[src/rtl/tlb_pkg.sv]
package tlb_pkg;
  localparam logic [1:0] ACC_LOAD  = 2'b00;
  localparam logic [1:0] ACC_STORE = 2'b01;
  localparam logic [1:0] ACC_FETCH = 2'b10;
endpackage

[src/rtl/tlb_cam.sv]
module tlb_cam #(
  parameter int N      = 16,
  parameter int VPN_W  = 20,
  parameter int ASID_W = 8,
  parameter int PFN_W  = 20,
  localparam int IDX_W = $clog2(N)
) (
  input  logic              clk_i,
  input  logic              rst_ni,
  input  logic [VPN_W-1:0]  lk_vpn_i,
  input  logic [ASID_W-1:0] lk_asid_i,
  input  logic [VPN_W-1:0]  wr_vpn_i,
  input  logic [ASID_W-1:0] wr_asid_i,
  input  logic [PFN_W-1:0]  wr_pfn_i,
  input  logic              wr_w_i,
  input  logic              wr_x_i,
  input  logic              wr_pin_i,
  input  logic              we_i,
  input  logic [IDX_W-1:0]  widx_i,
  input  logic              flush_all_i,
  input  logic              flush_asid_i,
  input  logic [ASID_W-1:0] flush_id_i,
  output logic [N-1:0]      hit_vec_o,
  output logic [N-1:0]      fill_match_o,
  output logic [N-1:0]      valid_o,
  output logic [N-1:0]      pinned_o,
  output logic [PFN_W-1:0]  rd_pfn_o,
  output logic              rd_w_o,
  output logic              rd_x_o
);
  logic [N-1:0]      valid_q, pin_q, w_q, x_q;
  logic [VPN_W-1:0]  vpn_q  [N];
  logic [ASID_W-1:0] asid_q [N];
  logic [PFN_W-1:0]  pfn_q  [N];

  always_ff @(posedge clk_i or negedge rst_ni) begin
    if (!rst_ni) begin
      valid_q <= '0;
      pin_q   <= '0;
      w_q     <= '0;
      x_q     <= '0;
      for (int i = 0; i < N; i++) begin
        vpn_q[i]  <= '0;
        asid_q[i] <= '0;
        pfn_q[i]  <= '0;
      end
    end else begin
      for (int i = 0; i < N; i++) begin
        if (!pin_q[i] && (flush_all_i || (flush_asid_i && asid_q[i] == flush_id_i)))
          valid_q[i] <= 1'b0;
        if (we_i && widx_i == IDX_W'(i)) begin
          valid_q[i] <= 1'b1;
          pin_q[i]   <= wr_pin_i;
          w_q[i]     <= wr_w_i;
          x_q[i]     <= wr_x_i;
          vpn_q[i]   <= wr_vpn_i;
          asid_q[i]  <= wr_asid_i;
          pfn_q[i]   <= wr_pfn_i;
        end
      end
    end
  end

  // parallel compare, one comparator pair per entry for each port
  for (genvar g = 0; g < N; g++) begin : g_cmp
    assign hit_vec_o[g]    = valid_q[g] && vpn_q[g] == lk_vpn_i && asid_q[g] == lk_asid_i;
    assign fill_match_o[g] = valid_q[g] && vpn_q[g] == wr_vpn_i && asid_q[g] == wr_asid_i;
  end

  assign valid_o  = valid_q;
  assign pinned_o = pin_q & valid_q;

  // and-or readout; the hit vector is at most one-hot
  always_comb begin
    rd_pfn_o = '0;
    rd_w_o   = 1'b0;
    rd_x_o   = 1'b0;
    for (int i = 0; i < N; i++) begin
      if (hit_vec_o[i]) begin
        rd_pfn_o = rd_pfn_o | pfn_q[i];
        rd_w_o   = rd_w_o | w_q[i];
        rd_x_o   = rd_x_o | x_q[i];
      end
    end
  end
endmodule

[src/rtl/tlb_victim.sv]
module tlb_victim #(
  parameter int N = 16,
  localparam int IDX_W = $clog2(N)
) (
  input  logic             clk_i,
  input  logic             rst_ni,
  input  logic             fill_i,
  input  logic [N-1:0]     match_i,
  input  logic [N-1:0]     valid_i,
  input  logic [N-1:0]     pinned_i,
  output logic             we_o,
  output logic [IDX_W-1:0] widx_o
);
  logic [IDX_W-1:0] rr_q, match_idx, free_idx, rr_idx, cand;
  logic             any_match, any_free, any_rr, use_rr;

  always_comb begin
    match_idx = '0;
    free_idx  = '0;
    any_match = 1'b0;
    any_free  = 1'b0;
    for (int i = N - 1; i >= 0; i--) begin
      if (match_i[i]) begin
        match_idx = IDX_W'(i);
        any_match = 1'b1;
      end
      if (!valid_i[i]) begin
        free_idx = IDX_W'(i);
        any_free = 1'b1;
      end
    end
  end

  // first unpinned entry at or after the pointer, wrapping
  always_comb begin
    rr_idx = '0;
    any_rr = 1'b0;
    cand   = '0;
    for (int k = N - 1; k >= 0; k--) begin
      cand = rr_q + IDX_W'(k);
      if (!pinned_i[cand]) begin
        rr_idx = cand;
        any_rr = 1'b1;
      end
    end
  end

  always_comb begin
    use_rr = 1'b0;
    we_o   = 1'b0;
    widx_o = '0;
    if (fill_i) begin
      if (any_match) begin
        we_o   = 1'b1;
        widx_o = match_idx;
      end else if (any_free) begin
        we_o   = 1'b1;
        widx_o = free_idx;
      end else if (any_rr) begin
        we_o   = 1'b1;
        widx_o = rr_idx;
        use_rr = 1'b1;
      end
    end
  end

  always_ff @(posedge clk_i or negedge rst_ni) begin
    if (!rst_ni)     rr_q <= '0;
    else if (use_rr) rr_q <= rr_idx + IDX_W'(1);
  end
endmodule

[src/rtl/asid_tlb.sv]
module asid_tlb #(
  parameter int N      = 16,
  parameter int VPN_W  = 20,
  parameter int ASID_W = 8,
  parameter int PFN_W  = 20,
  localparam int IDX_W = $clog2(N)
) (
  input  logic              clk_i,
  input  logic              rst_ni,
  input  logic              lk_valid_i,
  input  logic [VPN_W-1:0]  lk_vpn_i,
  input  logic [ASID_W-1:0] lk_asid_i,
  input  logic [1:0]        lk_acc_i,
  output logic              res_valid_o,
  output logic              res_hit_o,
  output logic [PFN_W-1:0]  res_pfn_o,
  output logic              res_wr_o,
  output logic              res_ex_o,
  output logic              res_fault_o,
  input  logic              fill_valid_i,
  input  logic [VPN_W-1:0]  fill_vpn_i,
  input  logic [ASID_W-1:0] fill_asid_i,
  input  logic [PFN_W-1:0]  fill_pfn_i,
  input  logic              fill_wr_i,
  input  logic              fill_ex_i,
  input  logic              fill_wire_i,
  input  logic              flush_all_i,
  input  logic              flush_asid_i,
  input  logic [ASID_W-1:0] flush_id_i
);
  import tlb_pkg::*;

  logic [N-1:0]     hit_vec, fill_match, valid_vec, pinned_vec;
  logic [PFN_W-1:0] rd_pfn;
  logic             rd_w, rd_x, hit, fault_d, we;
  logic [IDX_W-1:0] widx;

  tlb_cam #(.N(N), .VPN_W(VPN_W), .ASID_W(ASID_W), .PFN_W(PFN_W)) i_cam (
    .clk_i, .rst_ni,
    .lk_vpn_i, .lk_asid_i,
    .wr_vpn_i(fill_vpn_i), .wr_asid_i(fill_asid_i), .wr_pfn_i(fill_pfn_i),
    .wr_w_i(fill_wr_i), .wr_x_i(fill_ex_i), .wr_pin_i(fill_wire_i),
    .we_i(we), .widx_i(widx),
    .flush_all_i, .flush_asid_i, .flush_id_i,
    .hit_vec_o(hit_vec), .fill_match_o(fill_match),
    .valid_o(valid_vec), .pinned_o(pinned_vec),
    .rd_pfn_o(rd_pfn), .rd_w_o(rd_w), .rd_x_o(rd_x)
  );

  tlb_victim #(.N(N)) i_victim (
    .clk_i, .rst_ni,
    .fill_i(fill_valid_i), .match_i(fill_match),
    .valid_i(valid_vec), .pinned_i(pinned_vec),
    .we_o(we), .widx_o(widx)
  );

  assign hit = lk_valid_i && |hit_vec;

  always_comb begin
    fault_d = 1'b0;
    if (hit) begin
      if (lk_acc_i == ACC_STORE)      fault_d = !rd_w;
      else if (lk_acc_i == ACC_FETCH) fault_d = !rd_x;
    end
  end

  always_ff @(posedge clk_i or negedge rst_ni) begin
    if (!rst_ni) begin
      res_valid_o <= 1'b0;
      res_hit_o   <= 1'b0;
      res_pfn_o   <= '0;
      res_wr_o    <= 1'b0;
      res_ex_o    <= 1'b0;
      res_fault_o <= 1'b0;
    end else begin
      res_valid_o <= lk_valid_i;
      res_hit_o   <= hit;
      res_pfn_o   <= hit ? rd_pfn : '0;
      res_wr_o    <= hit && rd_w;
      res_ex_o    <= hit && rd_x;
      res_fault_o <= fault_d;
    end
  end
endmodule

[config.mk]
export PLATFORM = sky130hd
export DESIGN_NAME = asid_tlb
export DESIGN_NICKNAME = d
export VERILOG_FILES = /design/src/rtl/tlb_pkg.sv /design/src/rtl/tlb_cam.sv /design/src/rtl/tlb_victim.sv /design/src/rtl/asid_tlb.sv
export SDC_FILE = /design/constraint.sdc
export NUM_CORES = 2
export LEC_CHECK = 0
export BUFFER_PORTS_ARGS = -buffer_cell sky130_fd_sc_hd__buf_2
export CAP_MARGIN = 10
export CORE_UTILIZATION = 35
export DETAILED_ROUTE_END_ITERATION = 16
export SLEW_MARGIN = 20
export SYNTH_ARGS = -nofsm -noshare
export SYNTH_HDL_FRONTEND = slang
export SYNTH_SLANG_ARGS = --single-unit
[constraint.sdc]
create_clock -name clk_i -period 6.5 [get_ports clk_i]
set_input_delay 0.65 -clock clk_i [delete_from_list [all_inputs] [get_ports clk_i]]
set_output_delay 0.65 -clock clk_i [all_outputs]
set_load 0.01 [all_outputs]
==> impl_metrics.json <==
{
  "drc": 0,
  "first_pass_iters": 6,
  "path_cells": "inv_4 -> ha_1 -> nand4b_1 -> nand4_1 -> a21oi_1 -> nand4b_1 -> nor4b_4 -> nor2_1 -> and3_1 -> o211ai_2 -> nor3b_2 -> and2_4 -> buf_4 -> mux2_2",
  "r2r-start": "i_victim.rr_q[0]",
  "setup_viol": 0,
  "finalHoldViolCount": 0,
  "place.gp.congestion": 0.980,
  "end_kind": "register",
  "worstMarginPinSlew_ns": 1.16,
  "io_pins": 120,
  "finClkSkew_ns": 0.0738,
  "insertion_delay_ns": 0.75,
  "cts_tree": "built",
  "die_h_um": 381,
  "clk_pin_slew_ns": 0.07,
  "drt_iter0_markers": 3351,
  "required_ns": 7.07,
  "multi_input_area_um2": 27000,
  "ys.flop_type": "dfrtp_1",
  "overflow": 0,
  "hold_path_class": "in -> reg",
  "p_per_area_nw_per_um2": 276,
  "fp.dieW_um": 381,
  "cts_max_level": 3,
  "period_minus_slack_ns": 5.74,
  "synth.distinct_cells": 86,
  "clockPowerShare_pct": 35.3,
  "max_stage_delay_ns": 0.92,
  "seq_area_frac_synth_pct": 42.8,
  "timing.rr.end": "i_cam.asid_q[87]",
  "path_max_fanout": 35,
  "num_rows": 138,
  "grt_usage_pct": 25.4,
  "ff2ff_setup_slack_ns": 0.76,
  "power.net_switching_w": 0.00481,
  "core_um2": 142000,
  "period_share_pct": 88.4,
  "r2r_cells": 14,
  "final_max_slew_viol_count": 0,
  "critical_path_buf_inv_count": 2,
  "async_flop_share_pct": 100,
  "cts_inserted_buffers": 93,
  "start_kind": "register",
  "switching_share_pct": 31.1,
  "synth_edf_count": 0,
  "clock.fmax_mhz": 174,
  "cts-root-buf": "clkbuf_16",
  "ir_drop_mv": 0.220,
  "rsz0062_at_grt": "no",
  "detail-route-antenna-nets": 0,
  "wl_mm": 187,
  "slowest_stage": "ha_1",
  "viasPerCell": 5.88,
  "cp_common_cell": "nand4b_1",
  "cts_setup_buffers": 0,
  "syn_avg_cell_area_um2": 11.5,
  "layout.nets": 4461,
  "synth_nets": 4471,
  "p_int_w": 0.0107,
  "grt_max_degree": 196,
  "drive_above_1_share_pct": 25.3,
  "worstSetupPathType": "reg -> reg",
  "start_util_pct": 35.4,
  "min_to": "res_valid_o",
  "path_delay_family": "simple AND/OR/NAND/NOR gates",
  "hp-start": "lk_valid_i",
  "setup-tns-final_ns": 0,
  "vias": 37200,
  "comb_power_share_pct": 20.9,
  "p_leak_nw": 24.4,
  "io_buffers": 119,
  "status": "completed",
  "syn2layout_area_growth_pct": 11.7,
  "synth_cells": 4368,
  "netlist_area_um2": 50300,
  "p_seq_share_pct": 43.8,
  "die-area_um2": 145000,
  "worstHoldPathCells": 1,
  "dp_hpwl_mm": 119,
  "antenna_found_initial": 8,
  "cts_buffer_depth": 3,
  "holdWs_ns": 0.0641,
  "ys_seq_elements": 861,
  "fillCellCount": 13600,
  "maxCapViolCount": 0,
  "worstPathArrival_ns": 6.31,
  "routedWlPerCell_um": 29.6,
  "clkSinkCount": 861,
  "grt_pass1_vias": 37400,
  "yosys_warnings": 0,
  "grt_first_pass_wirelength_mm": 271,
  "regArea_um2": 21500,
  "slew-limit-headroom_pct": 22.6
}
-- synthesized netlist by cell type (27+ instances only) --
cell      instances  area share (%)
buf_4            41            0.61
clkbuf_1        185             1.4
nand3_1          71            0.71
mux2_1          189             4.2
xor2_1          461             8.0
nand4_1         223             2.8
nand2_1         125            0.93
xnor2_1         569             9.9
buf_2           114             1.1
and2_1           27            0.34
a221oi_1         85             1.5
nor2_1           47            0.35
a41oi_1          30            0.52
mux2_2          628              14
nor3_1           39            0.39
nor4_1          163             2.0
dfrtp_1         861              43
a22o_1           86             1.5
inv_1            30            0.22
o21ai_0          45            0.45
-- routing by layer --
metal / global-route usage, % / up-vias / wire, um
met5: 0 / - / 50
met4: 12.5 / 8 / 9950
met3: 5.48 / 493 / 14800
met2: 39.7 / 1661 / 84100
met1: 33.3 / 19200 / 78100
li1: - / 15700 / -
-- through the flow --
stage	worst slack (ns)	instance area (um2)	cells	total power, W	utilization (%)
finish	0.756	56200	6321	0.0155	39.5
global route	0.501	56200	6319	0.0161	39.5
CTS	0.928	56100	6317	0.0155	39.5
detailed placement	0.971	53000	6150	0.0100	37.3
global placement	0.974	53000	6150	0.00997	37.3
floorplan	1.62	50300	4368	0.00900	-
-- power by group through the flow --
stage | combinational (W) | sequential, W | clock, W
global route | 0.00346 | 0.00687 | 0.00576
finish | 0.00324 | 0.00678 | 0.00547
floorplan | 0.00236 | 0.00664 | 0
detailed placement | 0.00318 | 0.00686 | 0
CTS | 0.00320 | 0.00676 | 0.00556
global placement | 0.00314 | 0.00683 | 0
-- logic make-up (layout without fill, tap and decap cells) --
logic type / count (synthesis) / in the layout / share of synthesized area (%)
compound gates: 407 / 407 / 6.48
xor+xnor: 1032 / 1032 / 18.0
fa+ha+maj: 8 / 8 / 0.199
buf+inv: 404 / 465 / 3.83
flops: 861 / 861 / 42.8
mux: 848 / 848 / 19.4
other cells: 0 / 2 / 0
simple gates: 808 / 808 / 9.26
-- registers in the layout, summed over array words and instances, names as in the netlist, 4 cells and up --
signal / flops
i_cam.pfn_q: 320
i_cam.vpn_q: 320
i_cam.asid_q: 128
res_pfn_o: 20
i_cam.pin_q: 16
i_cam.valid_o: 16
i_cam.w_q: 16
i_cam.x_q: 16
i_victim.rr_q: 4
-- cells in the final DEF, fill, tap and decap left out, drive strengths merged, types with 33 or more instances in the layout --
cell	netlist	routed
a221oi	86	86
a22o	86	86
buf	185	265
clkbuf	186	128
dfrtp	861	861
inv	33	33
mux2	817	817
nand2	125	125
nand3	71	71
nand4	223	223
nor2	47	47
nor3	40	40
nor4	163	163
o21ai	47	47
xnor2	570	570
xor2	462	462
-- cell type report --
class                      count  area share, %
antenna                        2        0.00891
inverter                      33          0.225
timing repair buffer         266           3.59
multi-input combinational   3103           48.1
sequential                   861           38.4
tap                         1890           4.21
clock inverter                38          0.984
clock buffer                 128           4.57
-- timing repair --
item | CTS | global route
endpoints found under the hold margin | 43 | 0
gates resized for setup | 0 | 0
hold buffers | 1 | 0
-- how the worst max path moves through the flow --
| stage | start | end | slack (ns) | depth (start not counted) |
|---|---|---|---|---|
| after floorplan | i_victim.rr_q[1] | i_cam.pfn_q[180] | 1.62 | 16 |
| after global placement | i_victim.rr_q[0] | i_cam.pfn_q[219] | 0.97 | 14 |
| after detailed placement | i_victim.rr_q[0] | i_cam.pfn_q[206] | 0.97 | 14 |
| after CTS | i_victim.rr_q[0] | i_cam.asid_q[87] | 0.93 | 14 |
| after global routing | i_victim.rr_q[0] | i_cam.asid_q[87] | 0.50 | 14 |
| final | i_victim.rr_q[0] | i_cam.asid_q[87] | 0.76 | 14 |
Power figures use the tool's default switching activity.
